**src/rtl/trellis_fold_pkg.sv**
```systemverilog
package trellis_fold_pkg;
  localparam int unsigned NUM_STATES = 4;
  localparam int unsigned STATE_W    = $clog2(NUM_STATES);
  localparam int unsigned FOLD_LEN   = NUM_STATES - 1;
  localparam int unsigned PHASE_W    = $clog2(FOLD_LEN);
  localparam int unsigned STAGE_W    = $clog2(2 * FOLD_LEN);

  typedef logic [STATE_W-1:0] state_t;

  // s[0] = x0, s[1] = x1 ; x0' = x0^x1^d, x1' = x0
  function automatic state_t trellis_step(state_t s, logic d);
    return {s[0], s[0] ^ s[1] ^ d};
  endfunction
endpackage

```
**src/rtl/trellis_fold_acc.sv**
```systemverilog
module trellis_fold_acc
  import trellis_fold_pkg::*;
(
  input  logic                clk_i,
  input  logic                rst_ni,
  input  logic                clear_i,
  input  logic                en_i,
  input  logic                bit_i,
  output logic [FOLD_LEN-1:0] agg_o,
  output logic [PHASE_W-1:0]  phase_o
);
  localparam logic [PHASE_W-1:0] PHASE_MAX = PHASE_W'(FOLD_LEN - 1);

  logic [PHASE_W-1:0] phase_q;

  always_ff @(posedge clk_i or negedge rst_ni) begin
    if (!rst_ni)      phase_q <= '0;
    else if (clear_i) phase_q <= '0;
    else if (en_i)    phase_q <= (phase_q == PHASE_MAX) ? '0 : phase_q + 1'b1;
  end

  for (genvar l = 0; l < FOLD_LEN; l++) begin : g_lane
    logic lane_q;
    always_ff @(posedge clk_i or negedge rst_ni) begin
      if (!rst_ni)                                   lane_q <= 1'b0;
      else if (clear_i)                              lane_q <= 1'b0;
      else if (en_i && phase_q == PHASE_W'(l))       lane_q <= lane_q ^ bit_i;
    end
    assign agg_o[l] = lane_q;
  end

  assign phase_o = phase_q;

  p_phase_range_r3: assert property (@(posedge clk_i) disable iff (!rst_ni)
    phase_q <= PHASE_MAX);
  p_phase_idle_r6: assert property (@(posedge clk_i) disable iff (!rst_ni)
    (!en_i && !clear_i) |=> $stable(phase_q) && $stable(agg_o));
endmodule

```
**src/rtl/trellis_stage_run.sv**
```systemverilog
module trellis_stage_run
  import trellis_fold_pkg::*;
(
  input  logic                clk_i,
  input  logic                rst_ni,
  input  logic                load_i,
  input  state_t              load_state_i,
  input  logic                go_i,
  input  logic [FOLD_LEN-1:0] agg_i,
  input  logic [PHASE_W-1:0]  phi_i,
  output state_t              state_o,
  output logic                done_o,
  output logic                busy_o
);
  state_t             st_q;
  logic [STAGE_W-1:0] cnt_q;
  logic               run_q, done_q;
  logic [STAGE_W-1:0] last_stage;
  logic               stage_bit;

  assign last_stage = STAGE_W'(FOLD_LEN - 1) + STAGE_W'(phi_i);

  // folded lanes first, zero input for the remaining phi stages
  always_comb begin
    stage_bit = 1'b0;
    for (int l = 0; l < FOLD_LEN; l++)
      if (cnt_q == STAGE_W'(l)) stage_bit = agg_i[l];
  end

  always_ff @(posedge clk_i or negedge rst_ni) begin
    if (!rst_ni) begin
      st_q   <= '0;
      cnt_q  <= '0;
      run_q  <= 1'b0;
      done_q <= 1'b0;
    end else begin
      done_q <= 1'b0;
      if (load_i) begin
        st_q  <= load_state_i;
        cnt_q <= '0;
        run_q <= 1'b0;
      end else if (go_i) begin
        cnt_q <= '0;
        run_q <= 1'b1;
      end else if (run_q) begin
        st_q  <= trellis_step(st_q, stage_bit);
        cnt_q <= cnt_q + 1'b1;
        if (cnt_q == last_stage) begin
          run_q  <= 1'b0;
          done_q <= 1'b1;
        end
      end
    end
  end

  assign state_o = st_q;
  assign done_o  = done_q;
  assign busy_o  = run_q;

  p_done_pulse_r5: assert property (@(posedge clk_i) disable iff (!rst_ni)
    done_q |=> !done_q);
  p_done_after_run_r4: assert property (@(posedge clk_i) disable iff (!rst_ni)
    $rose(done_q) |-> $past(run_q) && !run_q);
  p_stage_bound_r4: assert property (@(posedge clk_i) disable iff (!rst_ni)
    run_q |-> cnt_q <= last_stage);
  p_hold_result_r5: assert property (@(posedge clk_i) disable iff (!rst_ni)
    (!run_q && !load_i) |=> $stable(st_q));
  p_abort_quiet_r8: assert property (@(posedge clk_i) disable iff (!rst_ni)
    load_i |=> !done_q && !run_q);
endmodule

```
**src/rtl/trellis_final_state.sv**
```systemverilog
module trellis_final_state
  import trellis_fold_pkg::*;
(
  input  logic               clk_i,
  input  logic               rst_ni,
  input  logic               start_i,
  input  logic [STATE_W-1:0] init_state_i,
  input  logic               bit_i,
  input  logic               bit_valid_i,
  input  logic               bit_last_i,
  output logic [STATE_W-1:0] state_o,
  output logic               done_o
);
  logic                collect_q;
  logic                accept, go;
  logic [FOLD_LEN-1:0] agg;
  logic [PHASE_W-1:0]  phase;
  logic                busy;

  assign accept = collect_q && bit_valid_i && !start_i;
  assign go     = accept && bit_last_i;

  always_ff @(posedge clk_i or negedge rst_ni) begin
    if (!rst_ni)      collect_q <= 1'b0;
    else if (start_i) collect_q <= 1'b1;
    else if (go)      collect_q <= 1'b0;
  end

  trellis_fold_acc u_fold (
    .clk_i   (clk_i),
    .rst_ni  (rst_ni),
    .clear_i (start_i),
    .en_i    (accept),
    .bit_i   (bit_i),
    .agg_o   (agg),
    .phase_o (phase)
  );

  // after the last bit the phase counter holds N mod FOLD_LEN
  trellis_stage_run u_run (
    .clk_i        (clk_i),
    .rst_ni       (rst_ni),
    .load_i       (start_i),
    .load_state_i (init_state_i),
    .go_i         (go),
    .agg_i        (agg),
    .phi_i        (phase),
    .state_o      (state_o),
    .done_o       (done_o),
    .busy_o       (busy)
  );

  p_mode_excl_r8: assert property (@(posedge clk_i) disable iff (!rst_ni)
    !(collect_q && busy));
  p_fold_frozen_r7: assert property (@(posedge clk_i) disable iff (!rst_ni)
    (busy && !start_i) |=> $stable(agg) && $stable(phase));
  p_start_drop_r9: assert property (@(posedge clk_i) disable iff (!rst_ni)
    start_i |=> phase == '0 && agg == '0);
endmodule

```
**config.mk**
```make
export PLATFORM = sky130hd
export DESIGN_NAME = trellis_final_state
export DESIGN_NICKNAME = d
export VERILOG_FILES = /design/src/rtl/trellis_fold_pkg.sv /design/src/rtl/trellis_fold_acc.sv /design/src/rtl/trellis_stage_run.sv /design/src/rtl/trellis_final_state.sv
export SDC_FILE = /design/constraint.sdc
export NUM_CORES = 1
export LEC_CHECK = 0
export CAP_MARGIN = 15
export CORE_MARGIN = 3
export CORE_UTILIZATION = 54
export CTS_CLUSTER_SIZE = 16
export DETAILED_ROUTE_END_ITERATION = 10
export DONT_BUFFER_PORTS = 1
export PLACE_DENSITY_LB_ADDON = 0.25
export SLEW_MARGIN = 15
export SYNTH_ARGS = -nofsm -noshare
export SYNTH_HDL_FRONTEND = slang
export SYNTH_HIERARCHICAL = 1
export SYNTH_SLANG_ARGS = --single-unit
export TNS_END_PERCENT = 20
```
**constraint.sdc**
```tcl
create_clock -name clk_i -period 2.2 [get_ports clk_i]
set_clock_uncertainty 0.15 [all_clocks]
set_input_delay 0.33 -clock clk_i [delete_from_list [all_inputs] [get_ports clk_i]]
set_output_delay 0.33 -clock clk_i [all_outputs]
set_load 0.01 [all_outputs]
```
==> flow_metrics.env, run 1 <==
export IMPL_status="finished clean"
export IMPL_drt_initial_drc_count=5
export IMPL_root_buffer="clkbuf_4"
export IMPL_netlist_instances=76
export IMPL_ys_seq_elements=13
export IMPL_pin_count=11
export IMPL_grt_pass1_vias=559
export IMPL_critPathLaunchType="flop"
export IMPL_reg2reg_slack_ns=0.52
export IMPL_routed_via_count=515
export IMPL_rows=13
export IMPL_syn_area_um2=792.0
export IMPL_cts_max_level=1
export IMPL_hold_path_class="in2reg"
export IMPL_fp_dieW_um=44.30
export IMPL_slew_violations=0
export IMPL_synthArstFlopShare_pct=100.0
export IMPL_synth_top_flop_cell="dfrtp_1"
export IMPL_synth_compound_area_share_pct=8.531
export IMPL_cts_made_buffers=3
export IMPL_relSlewSlack_pct=60.01
export IMPL_post_cts_buffers=0
export IMPL_peakVddDrop_v=0.0004179
export IMPL_nets=90
export IMPL_crit_fanout=6
export IMPL_synth_fa_ha_area_share_pct=6.319
export IMPL_grt_pass1_wl_um=2435
export IMPL_path_delay_family="flip-flops"
export IMPL_power_density_nw_per_um2=568.5
export IMPL_yosys_area_top_type="dfrtp_1"
export IMPL_area_growth_syn_to_layout_pct=4.265
export IMPL_synth_common_cells="13 x dfrtp_1, 7 x nor2_1, 6 x nand2_1, 4 x a21oi_1, 4 x ha_1"
export IMPL_synthDistinctLibCells=31
export IMPL_drv_cap=0
export IMPL_r2r_cells=6
export IMPL_cp_num_buf_inv=1
export IMPL_synth_area_top_cells="dfrtp_1 41%, ha_1 6.3%, nor2_1 3.3%"
export IMPL_tns_ns=0
export IMPL_cts_tree="yes"
export IMPL_arrival_ns=1.68
export IMPL_synth_simple_area_share_pct=25.91
export IMPL_synth_area_per_cell_um2=10.42
export IMPL_slowest_delay_ns=0.44
export IMPL_hold_buffers=2
export IMPL_rsz0062_at_grt="false"
export IMPL_port_buffers=0
export IMPL_synth_nets=88
export IMPL_cp_required_ns=2.20
export IMPL_yosys_area_top_type_share_pct=41.07
export IMPL_rr_endpoint="u_run/state_o[0]$_DFFE_PN0P_"
export IMPL_cpMaxStageDelayCell="dfrtp_1"
export IMPL_period_minus_slack_ns=1.681
export IMPL_place_gp_congestion=0.7549
export IMPL_ctsResizeCount=0
export IMPL_worst_slew_pin_slew_ns=0.5979
export IMPL_nFillCells=115
export IMPL_synth_top_family_by_area="simple AND/OR/NAND/NOR gates"
export IMPL_layout_setup_ws_ns=0.5191
export IMPL_cp_end_kind="flop"
export IMPL_die_area_um2=1962
export IMPL_synth_xor_area_share_pct=5.529
export IMPL_synth_most_common_cell="dfrtp_1"
export IMPL_dp_hpwl_um=947.4
export IMPL_drive_above_1_share_pct=10.39
export IMPL_pre_cts_ws_ns=0.5376
export IMPL_postRouteAntennaNets=0
export IMPL_p_leak_nw=0.3537
export IMPL_cts_sinks=13
export IMPL_hold_end="u_run/state_o[0]$_DFFE_PN0P_"
export IMPL_grt_total_usage_pct=17.50
export IMPL_synth_edf_count=0
export IMPL_muxShareOfSynthArea_pct=7.267
export IMPL_clk_pin_slew_worst_paths_ns=0.07
export IMPL_seq_area_frac_synth_pct=41.07
export IMPL_fmaxAchievable_mhz=594.9
export IMPL_via_per_inst=5.598
export IMPL_period_share_pct=76.40
export IMPL_first_pass_iters=4
export IMPL_core_um2=1334
export IMPL_wire_per_inst_um=15.02
export IMPL_rr_startpoint="u_run/cnt_q[1]$_DFFE_PN0P_"
export IMPL_drc=0
export IMPL_yosys_warnings=6
export IMPL_setup_violations=0
export IMPL_path_cells="inv_1, ha_1, nand3b_4, a221oi_2, xnor2_1, o221ai_2"
export IMPL_antenna_found_initial=0
export IMPL_hold_viol_final=0
export IMPL_clk_latency_ns=0.28
export IMPL_initial_utilization_pct=59.38
export IMPL_min_path_cells=2
export IMPL_crit_type="reg2reg"
export IMPL_hp_start="start_i"
export IMPL_die_height_um=44.30
export IMPL_routed_wl_um=1382
export IMPL_grt_overflow=0
export IMPL_clockBufferDepth=2
export IMPL_grt_max_degree=14
export IMPL_diodes=0
[routing by layer]
layer | share of wire (%) | up-vias | track usage, %
met1 | 43 | 241 | 20.41
met3 | 6.4 | 2 | 8.537
met2 | 49 | 12 | 29.07
li1 | - | 260 | -
met4 | 1.2 | 0 | 3.614
met5 | 0 | - | 0
[worst max path at each step]
stage,endpoint,depth (start not counted),start,slack [ns]
floorplan,u_run/state_o[0]$_DFFE_PN0P_,5,u_run/cnt_q[0]$_DFFE_PN0P_,0.66
global placement,u_run/state_o[0]$_DFFE_PN0P_,6,u_run/cnt_q[1]$_DFFE_PN0P_,0.60
detailed placement,u_run/state_o[0]$_DFFE_PN0P_,6,u_run/cnt_q[1]$_DFFE_PN0P_,0.54
CTS,u_run/state_o[0]$_DFFE_PN0P_,6,u_run/cnt_q[1]$_DFFE_PN0P_,0.52
global route,u_run/state_o[0]$_DFFE_PN0P_,6,u_run/cnt_q[1]$_DFFE_PN0P_,0.39
finish,u_run/state_o[0]$_DFFE_PN0P_,6,u_run/cnt_q[1]$_DFFE_PN0P_,0.52
[per-stage QoR]
stage                     power (mW)  instance area (um2)  utilization [%]  hold WS [ns]  cells
after CTS                     0.4782                825.8            61.91       0.01903     92
after global placement        0.3161                779.5            58.44       -0.1153     86
final                         0.4695                825.8            61.91       0.02736     92
after global routing          0.4993                825.8            61.91       0.02742     92
after floorplan               0.3140                792.0                -       -0.1156     76
after detailed placement      0.3178                779.5            58.44       -0.1153     86
[state kept, by name, indices dropped and copies added (netlist names)]
name and cells:
collect_q 1, u_fold/g_lane.lane_q 3, u_fold/phase_o 2, u_run/busy_o 1, u_run/cnt_q 3, u_run/done_o 1, u_run/state_o 2
[area by class of cell]
type	count	area, um2	area share [%]
clock buffers	4	26.28	3.182
inverters	3	11.26	1.364
flip-flops and latches	13	325.3	39.39
repair buffers	2	20.02	2.424
well taps	15	18.77	2.273
multi-input cells	55	424.2	51.36
[where the power goes]
part           total, mW  switching, mW  leakage, nW  internal [mW]
sequential         0.264         0.0151        0.173          0.249
clock              0.147         0.0768       0.0150         0.0704
combinational     0.0585         0.0282        0.166         0.0302
total              0.469          0.120        0.354          0.349
[placed cells by master (no fill, tap or decap), types with 2 or more instances in the layout]
cell type / count
nor3_1: 3
mux2_1: 2
o21ai_0: 2
xnor2_1: 3
mux2i_1: 2
dlygate4sd3_1: 2
inv_1: 3
nand4b_1: 2
a21oi_1: 4
ha_1: 4
nand2_1: 6
xor2_1: 2
nor2b_1: 3
clkbuf_4: 3
dfrtp_1: 13
nor2_1: 7
nand2b_1: 2
[cell families after synthesis]
| logic type | count (synthesis) |
|---|---|
| XOR/XNOR | 5 |
| buffers and inverters | 8 |
| adder cells (fa/ha/maj) | 4 |
| AO/OA/AOI/OAI | 9 |
| multiplexers | 5 |
| AND/OR/NAND/NOR | 32 |
| flip-flops | 13 |
No activity file was read; power rests on OpenSTA's default activity.
==> run 2, diff against run 1 <==
clock period = 1.6 ns   (was 2.2 ns; I/O delays follow)
==> flow_metrics.env, run 2 (synthesis results as in run 1) <==
export IMPL_clk_latency_ns=0.28
export IMPL_clkPwrFrac_pct=30.9
export IMPL_clk_pin_slew_worst_paths_ns=0.08
export IMPL_nets=100
export IMPL_grt_total_usage_pct=16.84
export IMPL_period_share_pct=96.35
export IMPL_worst_slew_pin_slew_ns=0.6044
export IMPL_peakVddDrop_v=0.0004452
export IMPL_crit_type="reg2reg"
export IMPL_diodes=0
export IMPL_nFillCells=104
export IMPL_drt_initial_drc_count=9
export IMPL_cts_sinks=13
export IMPL_top_regs="u_fold/g_lane.lane_q: 3 flops, u_run/cnt_q: 3 flops"
export IMPL_seq_power_share_pct=54.3
export IMPL_area_growth_syn_to_layout_pct=15.96
export IMPL_grt_overflow=0
export IMPL_antenna_found_initial=0
export IMPL_critPathLaunchType="flop"
export IMPL_cp_required_ns=1.60
export IMPL_internal_power_mw=0.4929
export IMPL_power_density_nw_per_um2=723.3
export IMPL_final_cell_mix="13 x dfrtp_1, 7 x nor2_1, 6 x nand2_1, 6 x dlygate4sd3_1, 6 x buf_4"
export IMPL_postRouteAntennaNets=0
export IMPL_p_leak_nw=0.3982
export IMPL_first_pass_iters=3
export IMPL_drc=0
export IMPL_rows=13
export IMPL_via_per_inst=5.422
export IMPL_rsz0062_at_grt="true"
export IMPL_tns_ns=0
export IMPL_fmaxAchievable_mhz=648.7
export IMPL_hold_viol_final=0
export IMPL_routed_via_count=553
export IMPL_cts_max_level=1
export IMPL_root_buffer="clkbuf_4"
export IMPL_fp_dieW_um=44.30
export IMPL_pin_count=11
export IMPL_clockBufferDepth=2
export IMPL_die_height_um=44.30
export IMPL_fin_util_pct=68.86
export IMPL_cts_tree="yes"
export IMPL_period_minus_slack_ns=1.542
export IMPL_drv_cap=0
export IMPL_cp_end_kind="flop"
export IMPL_setup_violations=0
export IMPL_place_gp_congestion=0.8023
export IMPL_fin_area_um2=918.4
export IMPL_routed_wl_um=1333
export IMPL_slew_violations=0
export IMPL_initial_utilization_pct=59.38
export IMPL_arrival_ns=1.54
export IMPL_cts_made_buffers=3
export IMPL_port_buffers=0
export IMPL_power_frac_comb_pct=14.8
export IMPL_grt_pass1_vias=567
export IMPL_switchingPower_mw=0.1714
export IMPL_core_um2=1334
export IMPL_grt_pass1_wl_um=2332
export IMPL_crit_fanout=3
export IMPL_drive_above_1_share_pct=21.84
export IMPL_hold_path_class="in2reg"
export IMPL_relSlewSlack_pct=59.57
export IMPL_die_area_um2=1962
export IMPL_post_dp_cell_area_um2=809.5
export IMPL_swShare_pct=25.81
export IMPL_status="finished clean"
export IMPL_wire_per_inst_um=13.07
export IMPL_mostFrequentLayoutCell="dfrtp_1"
export IMPL_grt_max_degree=14
export IMPL_total_power_mw=0.6643
export IMPL_dp_hpwl_um=909.7
run 2: cell count changes in the layout (fill, tap and decap cells not counted):
cell           previous run  this run
ha_2                      0         3
ha_1                      4         1
dlygate4sd3_1             2         6
inv_1                     3         1
buf_4                     0         6
inv_2                     0         2
run 2: layout make-up:
class	instances	area, um2	area share, %
clock buffer	4	26.28	2.861
inverter	3	11.26	1.226
multi-input combinational	55	431.7	47.00
sequential	13	325.3	35.42
tap	15	18.77	2.044
timing repair buffer	12	105.1	11.44
run 2: worst max-delay path: stages (launching register included):
cell      delay [ns]
dfrtp_1         0.41
ha_2            0.20
nand3b_4        0.14
a221oi_2        0.25
xnor2_1         0.16
o221ai_2        0.11
run 2: metal layers:
layer / global-route usage [%] / vias up / share of wire, %
li1: - / 280 / -
met1: 21.74 / 259 / 48
met2: 24.42 / 12 / 45
met3: 4.878 / 2 / 5.0
met4: 10.84 / 0 / 1.8
met5: 0 / - / 0
run 2: path summary, 6_finish.rpt:
check                      cells after the start  slack (ns)                                  end                  startpoint
min                                            2        0.04  u_fold/g_lane[2].lane_q$_DFFE_PN0P_                     start_i
max                                            5        0.06         u_run/state_o[0]$_DFFE_PN0P_  u_run/cnt_q[0]$_DFFE_PN0P_
min reg2reg                                    1        0.34                collect_q$_DFFE_PN0P_       collect_q$_DFFE_PN0P_
max reg2reg                                    5        0.06         u_run/state_o[0]$_DFFE_PN0P_  u_run/cnt_q[0]$_DFFE_PN0P_
min in group asynchronous                      1        0.25         u_run/state_o[1]$_DFFE_PN0P_                      rst_ni
max in group asynchronous                      1        0.65  u_fold/g_lane[0].lane_q$_DFFE_PN0P_                      rst_ni
run 2: repair_timing:
| action | 4_1_cts | 5_1_grt |
|---|---|---|
| buffers inserted | 0 | 2 |
| hold endpoints to repair | 23 | 0 |
| setup endpoints to repair | 0 | 1 |
| hold buffers | 6 | 0 |
| resized for setup | 0 | 5 |
run 2: through the flow:
stage               setup WS (ns)  cells  hold slack [ns]
floorplan                 0.05952     76          -0.2056
global placement          0.08713     90          -0.2053
detailed placement        0.05789     90          -0.2053
CTS                       0.03053    100          0.02146
global route             -0.03821    102          0.05691
finish                    0.05847    102          0.03840
run 2: power by group through the flow:
stage	clock, mW	sequential, mW	combinational (mW)
4_1_cts	0.216	0.361	0.0974
3_5_place_dp	0	0.368	0.0750
5_1_grt	0.230	0.365	0.110
6_report	0.205	0.361	0.0980
3_3_place_gp	0	0.368	0.0731
2_1_floorplan	0	0.363	0.0684
